--- src/rtl/i2cam_pkg.sv ---
package i2cam_pkg;
  localparam int SLOT_N  = 4;
  localparam int ADDR_W  = 7;
  localparam int REG_W   = ADDR_W + 1;
  localparam int IDX_W   = $clog2(SLOT_N);
  localparam int QUAL_IX = SLOT_N;

  typedef struct packed {
    logic [ADDR_W-1:0] addr;
    logic              off;
  } slot_t;

  typedef struct packed {
    logic [ADDR_W-1:0] val;
    logic              rangeMode;
  } qual_t;

  typedef struct packed {
    logic [SLOT_N-1:0] slotWr;
    logic              qualWr;
    logic              capture;
  } ctrl_t;
endpackage

--- src/rtl/i2cam_ctrl.sv ---
module i2cam_ctrl
  import i2cam_pkg::*;
#(
  parameter int CFG_AW = 3
) (
  input  logic              cfgWrEn,
  input  logic [CFG_AW-1:0] cfgAddr,
  input  logic              addrValid,
  output ctrl_t             ctrl
);
  always_comb begin
    ctrl = '0;
    for (int i = 0; i < SLOT_N; i++) begin
      ctrl.slotWr[i] = cfgWrEn && (cfgAddr == CFG_AW'(i));
    end
    ctrl.qualWr  = cfgWrEn && (cfgAddr == CFG_AW'(QUAL_IX));
    ctrl.capture = addrValid;
  end
endmodule

--- src/rtl/i2cam_dpath.sv ---
module i2cam_dpath
  import i2cam_pkg::*;
(
  input  logic                    clk,
  input  logic                    rstN,
  input  ctrl_t                   ctrl,
  input  logic [REG_W-1:0]        wrWord,
  input  logic [REG_W-1:0]        rxByte,
  output slot_t [SLOT_N-1:0]      slotCfg,
  output qual_t                   qualCfg,
  output logic                    hitQ,
  output logic [IDX_W-1:0]        slotQ,
  output logic                    rwQ
);
  logic [ADDR_W-1:0] rxAddr;
  logic [SLOT_N-1:0] slotHit;
  logic              anyHit;
  logic [IDX_W-1:0]  firstIdx;

  assign rxAddr = rxByte[REG_W-1:1];

  generate
    for (genvar g = 0; g < SLOT_N; g++) begin : g_slot
      always_ff @(posedge clk or negedge rstN) begin
        if (!rstN) begin
          slotCfg[g] <= '{addr: '0, off: 1'b1};
        end else if (ctrl.slotWr[g]) begin
          slotCfg[g] <= slot_t'(wrWord);
        end
      end

      if (g == 0) begin : g_qualified
        logic inMask;
        logic inRange;
        assign inMask  = ((rxAddr ^ slotCfg[g].addr) & ~qualCfg.val) == '0;
        assign inRange = (rxAddr >= slotCfg[g].addr) && (rxAddr <= qualCfg.val);
        assign slotHit[g] = !slotCfg[g].off &&
                            (qualCfg.rangeMode ? inRange : inMask);
      end else begin : g_exact
        assign slotHit[g] = !slotCfg[g].off && (rxAddr == slotCfg[g].addr);
      end
    end
  endgenerate

  always_ff @(posedge clk or negedge rstN) begin
    if (!rstN) begin
      qualCfg <= '0;
    end else if (ctrl.qualWr) begin
      qualCfg <= qual_t'(wrWord);
    end
  end

  always_comb begin
    firstIdx = '0;
    for (int i = SLOT_N - 1; i >= 0; i--) begin
      if (slotHit[i]) firstIdx = IDX_W'(i);
    end
  end

  assign anyHit = |slotHit;

  always_ff @(posedge clk or negedge rstN) begin
    if (!rstN) begin
      hitQ  <= 1'b0;
      slotQ <= '0;
      rwQ   <= 1'b0;
    end else if (ctrl.capture) begin
      hitQ  <= anyHit;
      slotQ <= firstIdx;
      rwQ   <= rxByte[0];
    end
  end
endmodule

--- src/rtl/i2c_addr_matcher.sv ---
module i2c_addr_matcher
  import i2cam_pkg::*;
#(
  parameter int DATA_W = 32,
  parameter int CFG_AW = 3
) (
  input  logic              clk,
  input  logic              rstN,
  input  logic              cfgWrEn,
  input  logic [CFG_AW-1:0] cfgAddr,
  input  logic [DATA_W-1:0] cfgWrData,
  input  logic [CFG_AW-1:0] cfgRdAddr,
  output logic [DATA_W-1:0] cfgRdData,
  input  logic              addrValid,
  input  logic [REG_W-1:0]  addrByte,
  output logic              matchHit,
  output logic [IDX_W-1:0]  matchSlot,
  output logic              matchRead
);
  localparam int PAD_W = DATA_W - REG_W;

  ctrl_t              ctrl;
  slot_t [SLOT_N-1:0] slotCfg;
  qual_t              qualCfg;
  logic               slotAllOff;

  i2cam_ctrl #(.CFG_AW(CFG_AW)) u_ctrl (
    .cfgWrEn   (cfgWrEn),
    .cfgAddr   (cfgAddr),
    .addrValid (addrValid),
    .ctrl      (ctrl)
  );

  i2cam_dpath u_dpath (
    .clk     (clk),
    .rstN    (rstN),
    .ctrl    (ctrl),
    .wrWord  (cfgWrData[REG_W-1:0]),
    .rxByte  (addrByte),
    .slotCfg (slotCfg),
    .qualCfg (qualCfg),
    .hitQ    (matchHit),
    .slotQ   (matchSlot),
    .rwQ     (matchRead)
  );

  always_comb begin
    slotAllOff = 1'b1;
    for (int i = 0; i < SLOT_N; i++) slotAllOff &= slotCfg[i].off;
  end

  always_comb begin
    cfgRdData = '0;
    if (cfgRdAddr == CFG_AW'(QUAL_IX)) begin
      cfgRdData = {{PAD_W{1'b0}}, qualCfg};
    end else begin
      for (int i = 0; i < SLOT_N; i++) begin
        if (cfgRdAddr == CFG_AW'(i)) cfgRdData = {{PAD_W{1'b0}}, slotCfg[i]};
      end
    end
  end
endmodule

--- config.mk ---
export PLATFORM = sky130hd
export DESIGN_NAME = i2c_addr_matcher
export DESIGN_NICKNAME = d
export VERILOG_FILES = /design/src/rtl/i2cam_pkg.sv /design/src/rtl/i2cam_ctrl.sv /design/src/rtl/i2cam_dpath.sv /design/src/rtl/i2c_addr_matcher.sv
export SDC_FILE = /design/constraint.sdc
export NUM_CORES = 1
export LEC_CHECK = 0
export BUFFER_PORTS_ARGS = -buffer_cell sky130_fd_sc_hd__buf_2
export CORE_ASPECT_RATIO = 1.5
export CORE_MARGIN = 3
export CORE_UTILIZATION = 40
export DETAILED_ROUTE_END_ITERATION = 8
export PLACE_DENSITY = 0.73
export SKIP_LAST_GASP = 1
export SYNTH_ARGS = -nofsm -noshare
export SYNTH_HDL_FRONTEND = slang
export SYNTH_SLANG_ARGS = --single-unit
--- constraint.sdc ---
create_clock -name clk -period 1.85 [get_ports clk]
set_clock_uncertainty 0.05 [all_clocks]
set_input_delay 0.0925 -clock clk [delete_from_list [all_inputs] [get_ports clk]]
set_output_delay 0.0925 -clock clk [all_outputs]
set_load 0.02 [all_outputs]
=== After elaboration in Yosys (flattened, before gate mapping) ===
Index checks and enable logic that the tools add are counted.

* Register bits: 44
* Bits of input ports: 50
* Output and inout port bits: 36
* Logic and storage cells: 57

* $lt $le $gt $ge: 2
* Equal/unequal tests: 11
* Mux-type cells: 10
* Bitwise gates (word level): 3
* Reduce and logical (&&, ||, !) cells: 18

{| class="wikitable"
|+ Operators with widths
! cell !! count
|-
| 32-bit two-way mux || 4
|-
| 7-bit == test || 3
|-
| 3-bit by 2-bit == test with 1-bit output (second input constant) || 4
|-
| 1-bit logical AND || 10
|-
| 2-bit two-way mux || 4
|-
| 8-bit two-way mux || 1
|-
| 7-bit AND || 1
|-
| 7-bit >= comparator || 1
|-
| 7-bit less-or-equal comparator || 1
|-
| 7-bit logical NOT || 1
|-
| 7-bit inverter || 1
|-
| 7-bit bitwise XOR || 1
|-
| 3-bit by 1-bit == test with 1-bit output (second input constant) || 2
|-
| 3-bit == test (second input constant) || 2
|-
| 3-bit logical NOT || 2
|-
| 1-bit logical NOT || 4
|-
| 4-bit OR reduction || 1
|-
| 1-bit two-way mux || 1
|}

=== Logic depth before layout (Yosys ltp) ===
* Word-level depth: 6
* Mapped depth: 7
* Gate-level depth less buffers: 7

=== By module ===
Synthesis repeated with hierarchy kept, for this count alone.

* Cells, all modules: 274
* Area total of the unflattened synthesis: 2,929.1 um^2

{| class="wikitable"
|+ Modules (own cells, without submodules)
! module !! instances !! cells each !! area each (um^2) !! sequential area each (um^2)
|-
| i2cam_dpath || 1 || 193 || 2,250.9 || 1,106.1
|-
| i2c_addr_matcher || 1 || 75 || 606.8 || 0.0
|-
| i2cam_ctrl || 1 || 6 || 71.3 || 0.0
|}

=== Worst setup path after synthesis ===
OpenSTA, ideal clock, no wires.

* Kind: register to register
* Start point: register u_dpath.slotCfg[3] (netlist name)
* End point: register u_dpath.hitQ
* Setup time: 0.126 ns
* Arrival time: 1.531 ns
* Required time: 1.674 ns
* Path slack: 0.143 ns
* Cell stages (with the launch flop): 8
* Buffers on the path: 0
* Period minus slack after synthesis: 1.707 ns
* Path through: dfrtp_1 inv_1 ha_1 a21o_1 a31oi_1 o21ai_0 and4b_1 o32a_1

* Cells in the longest elaborated chain, start to end: 6
* Elaborated cells on any way between the ends: 8
* Classes of those cells: order compare: 1; mux: 1; bitwise: 2; reduce/logical: 4

{| class="wikitable"
|+ Ends and longest elaborated chain
! item !! line !! text
|-
| parallel branches: the longest is 3 deep, another holds 7-bit >= comparator || n/a ||
|-
| 1-bit two-way mux * || i2cam_dpath.sv:38 || <nowiki>(qualCfg.rangeMode ? inRange : inMask);</nowiki>
|-
| 1-bit logical AND * || i2cam_dpath.sv:37 || <nowiki>assign slotHit[g] = !slotCfg[g].off &&</nowiki>
|-
| 4-bit OR reduction * || i2cam_dpath.sv:60 || <nowiki>assign anyHit = |slotHit;</nowiki>
|-
| to (signal assigned) || i2cam_dpath.sv:68 || <nowiki>hitQ <= anyHit;</nowiki>
|-
| to (decl) || i2cam_dpath.sv:11 || <nowiki>output logic hitQ,</nowiki>
|}

Every way passes the cells marked *.
A chain may end at the register's enable or synchronous reset.

=== Worst setup path in the final report ===
* Start point: register u_dpath.slotCfg[1] (netlist name)
* End point: output cfgRdData[1]

* Cells in the longest elaborated chain, start to end: 5

{| class="wikitable"
|+ Ends and longest elaborated chain
! item !! line !! text
|-
| 8-bit two-way mux || i2c_addr_matcher.sv:58 || <nowiki>if (cfgRdAddr == CFG_AW'(i)) cfgRdData = {{PAD_W{1'b0}}, slotCfg[i]};</nowiki>
|-
| 32-bit two-way mux (3 in series) || i2c_addr_matcher.sv:58 ||
|-
| 32-bit two-way mux || i2c_addr_matcher.sv:54 || <nowiki>if (cfgRdAddr == CFG_AW'(QUAL_IX)) begin</nowiki>
|-
| to (decl) || i2c_addr_matcher.sv:13 || <nowiki>output logic [DATA_W-1:0] cfgRdData,</nowiki>
|}

No other way between the ends.

==> impl_results.rst <==
.. list-table::
   :header-rows: 1

   * - Metric
     - Value
   * - Cell at the root of the clock tree
     - sky130_fd_sc_hd__clkbuf_8
   * - PortBufs
     - 37
   * - Mapped Avg Cell Area
     - 10.8 um2
   * - Pins Over Slew Limit
     - 0
   * - Layout-stage area growth over the synthesis result
     - 20.4%
   * - Final antenna-violating net count
     - 0
   * - # DRC
     - 0
   * - Count of flip-flops with a built-in enable after synthesis
     - 0
   * - Number of setup violations in the final report
     - 0
   * - RePlAce Congestion
     - 0.863
   * - Run status
     - finished, final reports clean
   * - Hpwl dp
     - 5110 um
   * - Largest net degree at the start of global routing
     - 45
   * - Clock tree from TritonCTS
     - done
   * - Commonest register cell after synthesis
     - sky130_fd_sc_hd__dfrtp_1
   * - Standard cell with the maximum stage delay on the critical path
     - sky130_fd_sc_hd__mux4_2
   * - Number of library cell types mapped by synthesis
     - 39
   * - Worst-skew pair later-pin latency
     - 0.31 ns
   * - RSZ-0062 raised after global routing
     - yes
   * - Via count of the routed design
     - 2107
   * - Sequential power share
     - 42.1%
   * - Maximum fanout encountered on the critical timing path
     - 2
   * - Fraction of power consumed by combinational cells
     - 34.9%
   * - Combined global-route utilization of all metal layers
     - 17.6%
   * - Final worst path period share
     - 98.5%
   * - Vias in the first global route
     - 2223
   * - Reported net switching power
     - 1.04 mW
   * - Wire length of the first global-routing pass
     - 10500 um
   * - Buffer levels on the longest clock path
     - 2
   * - Ports placed on the boundary
     - 86
   * - Worst Tran Pin Value
     - 0.568 ns
   * - Die span in y
     - 108 um
   * - Critical path's largest stage delay
     - 0.44 ns
   * - Number of synthesized register bits
     - 44
   * - Count of routing violations after the opening detailed-route iteration
     - 90
   * - Antenna diode count
     - 0
   * - Final-report hold violation count
     - 0
   * - Startpoint types
     - flop
   * - Yosys warns
     - 0
   * - Die area
     - 8030 um2
   * - Wire length after detailed routing
     - 6530 um
   * - TritonRoute pass-1 iters
     - 4
   * - Grt total ovfl
     - 0
   * - Antenna violations before repair
     - 0
   * - Critical path start-end classification
     - reg2out
   * - Internal power consumption
     - 2.14 mW
   * - Max-Cap Viols
     - 0
   * - Cell Chain, Critical Path
     - buf_4 > mux4_2 > inv_1 > o21ai_0 > buf_2
   * - Pwr Total
     - 3.17 mW
   * - Synthesized cell area
     - 2790 um2
   * - Slack of the critical path
     - 0.0281 ns
   * - Proportion of power drawn by the clock network
     - 23.0%
   * - Headroom to the max-slew limit
     - 62.1%
   * - Core Footprint
     - 6620 um2
   * - Number of vias per cell after detailed routing
     - 5.27
   * - TritonCTS Sinks
     - 44
   * - Data required, critical path
     - 1.71 ns
   * - Leakage power figure
     - 1.53 nW
   * - Sequential fraction of the synthesis area
     - 39.7%
   * - Starting density of the core
     - 42.1%
   * - Category of the worst setup path capture point
     - output port
   * - Gate count after technology mapping
     - 259
   * - Max rail drop VDD
     - 0.401 mV
   * - Number of fill cells
     - 591
   * - CTS HTree Levels
     - 2
   * - Upper clock frequency limit
     - 549 MHz
   * - Worst hold path type
     - in2reg
   * - Number of CTS-inserted buffers
     - 5
   * - Share of post-route cells with drive strength above 1
     - 39.8%
   * - Number of rows created at floorplan
     - 36
   * - Pwr Density
     - 945 nW/um2
   * - Number of instances on the worst hold path
     - 3
   * - Depth of the most critical reg-to-reg path
     - 7
   * - Die span in x
     - 74.2 um
   * - Detail-routed net length per standard cell
     - 16.3 um
   * - Switching share of total power
     - 32.7%
   * - Clock Pin Slew Worst Setup and Hold Paths
     - 0.08 ns
   * - Synth async-reset ratio
     - 100%
   * - Pre-CTS worst setup slack
     - -0.0248 ns
   * - Data arrival at the endpoint of the critical path
     - 1.68 ns
   * - Time the worst path needs with I/O delays and setup
     - 1.82 ns
   * - Net count reported at finish
     - 387
## sequential cells by signal, indices dropped and copies added, names as in the netlist
name / cells
u_dpath.slotCfg: 32
u_dpath.hitQ: 1
u_dpath.rwQ: 1
u_dpath.slotQ: 2
u_dpath.qualCfg: 8
## critical path: cells and delay by family, from the launching register on
family          cells  cell delay [ns]
mux                 1             0.44
flops               1             0.42
buf+inv             3             0.41
compound gates      1             0.11
## what timing repair did
item / CTS / global route
hold buffers: 4 / 0
setup buffers: 1 / 5
resized for setup: 2 / 14
setup endpoints to repair: 1 / 3
hold endpoints to repair: 43 / 0
pin swaps: 1 / 4
## through the flow
step	area (um2)	TNS [ns]	hold WS (ns)	utilization, %	std cells
after floorplan	2870	0	-0.253	-	282
after global placement	3070	0	0.150	46.4	382
after detailed placement	3070	-0.0248	0.157	46.4	382
after CTS	3250	0	0.000562	49.1	395
after global routing	3360	-0.0416	0.0421	50.7	400
final	3360	0	0.00853	50.7	400
## layer usage
layer	GRT usage [%]	part of all wire, %
met3	3.44	4.7
met2	32.6	56
met5	0	0
met4	9.72	4.8
met1	17.8	34
## area by class of cell
cell class / count / area, um2 / area share (%)
multi-input combinational: 187 / 1580 / 46.9
sequential: 44 / 1110 / 32.9
timing repair buffer: 63 / 390 / 11.6
tap: 76 / 95.1 / 2.83
inverter: 22 / 82.6 / 2.46
clock buffer: 6 / 72.6 / 2.16
clock inverter: 2 / 35.0 / 1.04
## cell usage in the layout (no fill, tap or decap), types with 5 or more instances in the layout
cell type,count
sky130_fd_sc_hd__buf_4,22
sky130_fd_sc_hd__o21ai_0,21
sky130_fd_sc_hd__xor2_1,15
sky130_fd_sc_hd__buf_2,37
sky130_fd_sc_hd__xnor2_1,6
sky130_fd_sc_hd__nand2_1,26
sky130_fd_sc_hd__clkbuf_8,5
sky130_fd_sc_hd__mux2_2,29
sky130_fd_sc_hd__inv_1,17
sky130_fd_sc_hd__ha_1,7
sky130_fd_sc_hd__mux4_2,8
sky130_fd_sc_hd__dfrtp_1,40
sky130_fd_sc_hd__inv_2,5
sky130_fd_sc_hd__ha_4,7
sky130_fd_sc_hd__conb_1,24
## cells in the mapped netlist (all sizes together) (4+ instances only)
cell   number  share of area [%]
nor4        5                1.8
buf        29                7.4
dfrtp      40                 36
inv        22                3.0
o22ai       4               0.90
nand4       4               0.90
dfstp       4                3.8
ha         14                6.3
nand2      26                3.5
mux2       29                 12
o21ai      23                4.1
xnor2       6                1.9
xor2       15                4.7
mux4        8                6.5
## power groups by stage
stage                     combinational, mW  sequential (mW)  clock, mW
after floorplan                       0.693             1.32          0
after global placement                0.961             1.33          0
after detailed placement              0.987             1.35          0
after CTS                              1.02             1.33      0.750
after global routing                   1.23             1.36      0.777
final                                  1.11             1.33      0.731
## final timing paths
kind	slack (ns)	to	startpoint
min	0.009	u_dpath.slotCfg[3]$_DFFE_PN0P_	cfgWrData[3]
max	0.03	cfgRdData[1]	u_dpath.slotCfg[1]$_DFFE_PN0P_
min reg2reg	0.45	u_dpath.slotQ[1]$_DFFE_PN0P_	u_dpath.slotQ[1]$_DFFE_PN0P_
min in group asynchronous	0.35	u_dpath.slotCfg[3]$_DFFE_PN0P_	rstN
max in group asynchronous	1.01	u_dpath.slotCfg[29]$_DFFE_PN0P_	rstN
max reg2reg	0.07	u_dpath.hitQ$_DFFE_PN0P_	u_dpath.qualCfg[4]$_DFFE_PN0P_
## logic make-up after synthesis
family                     after synthesis  synth area share (%)
AOI/OAI and AO/OA                       39                  8.26
xor gates and xnor gates                21                  6.60
adders and majority gates               14                  6.28
buffers and inverters                   51                  10.3
DFF                                     44                  39.7
muxes                                   37                  18.2
other                                    1                 0.135
and+or+nand+nor                         52                  10.5
(Power assumes the default switching activity.)
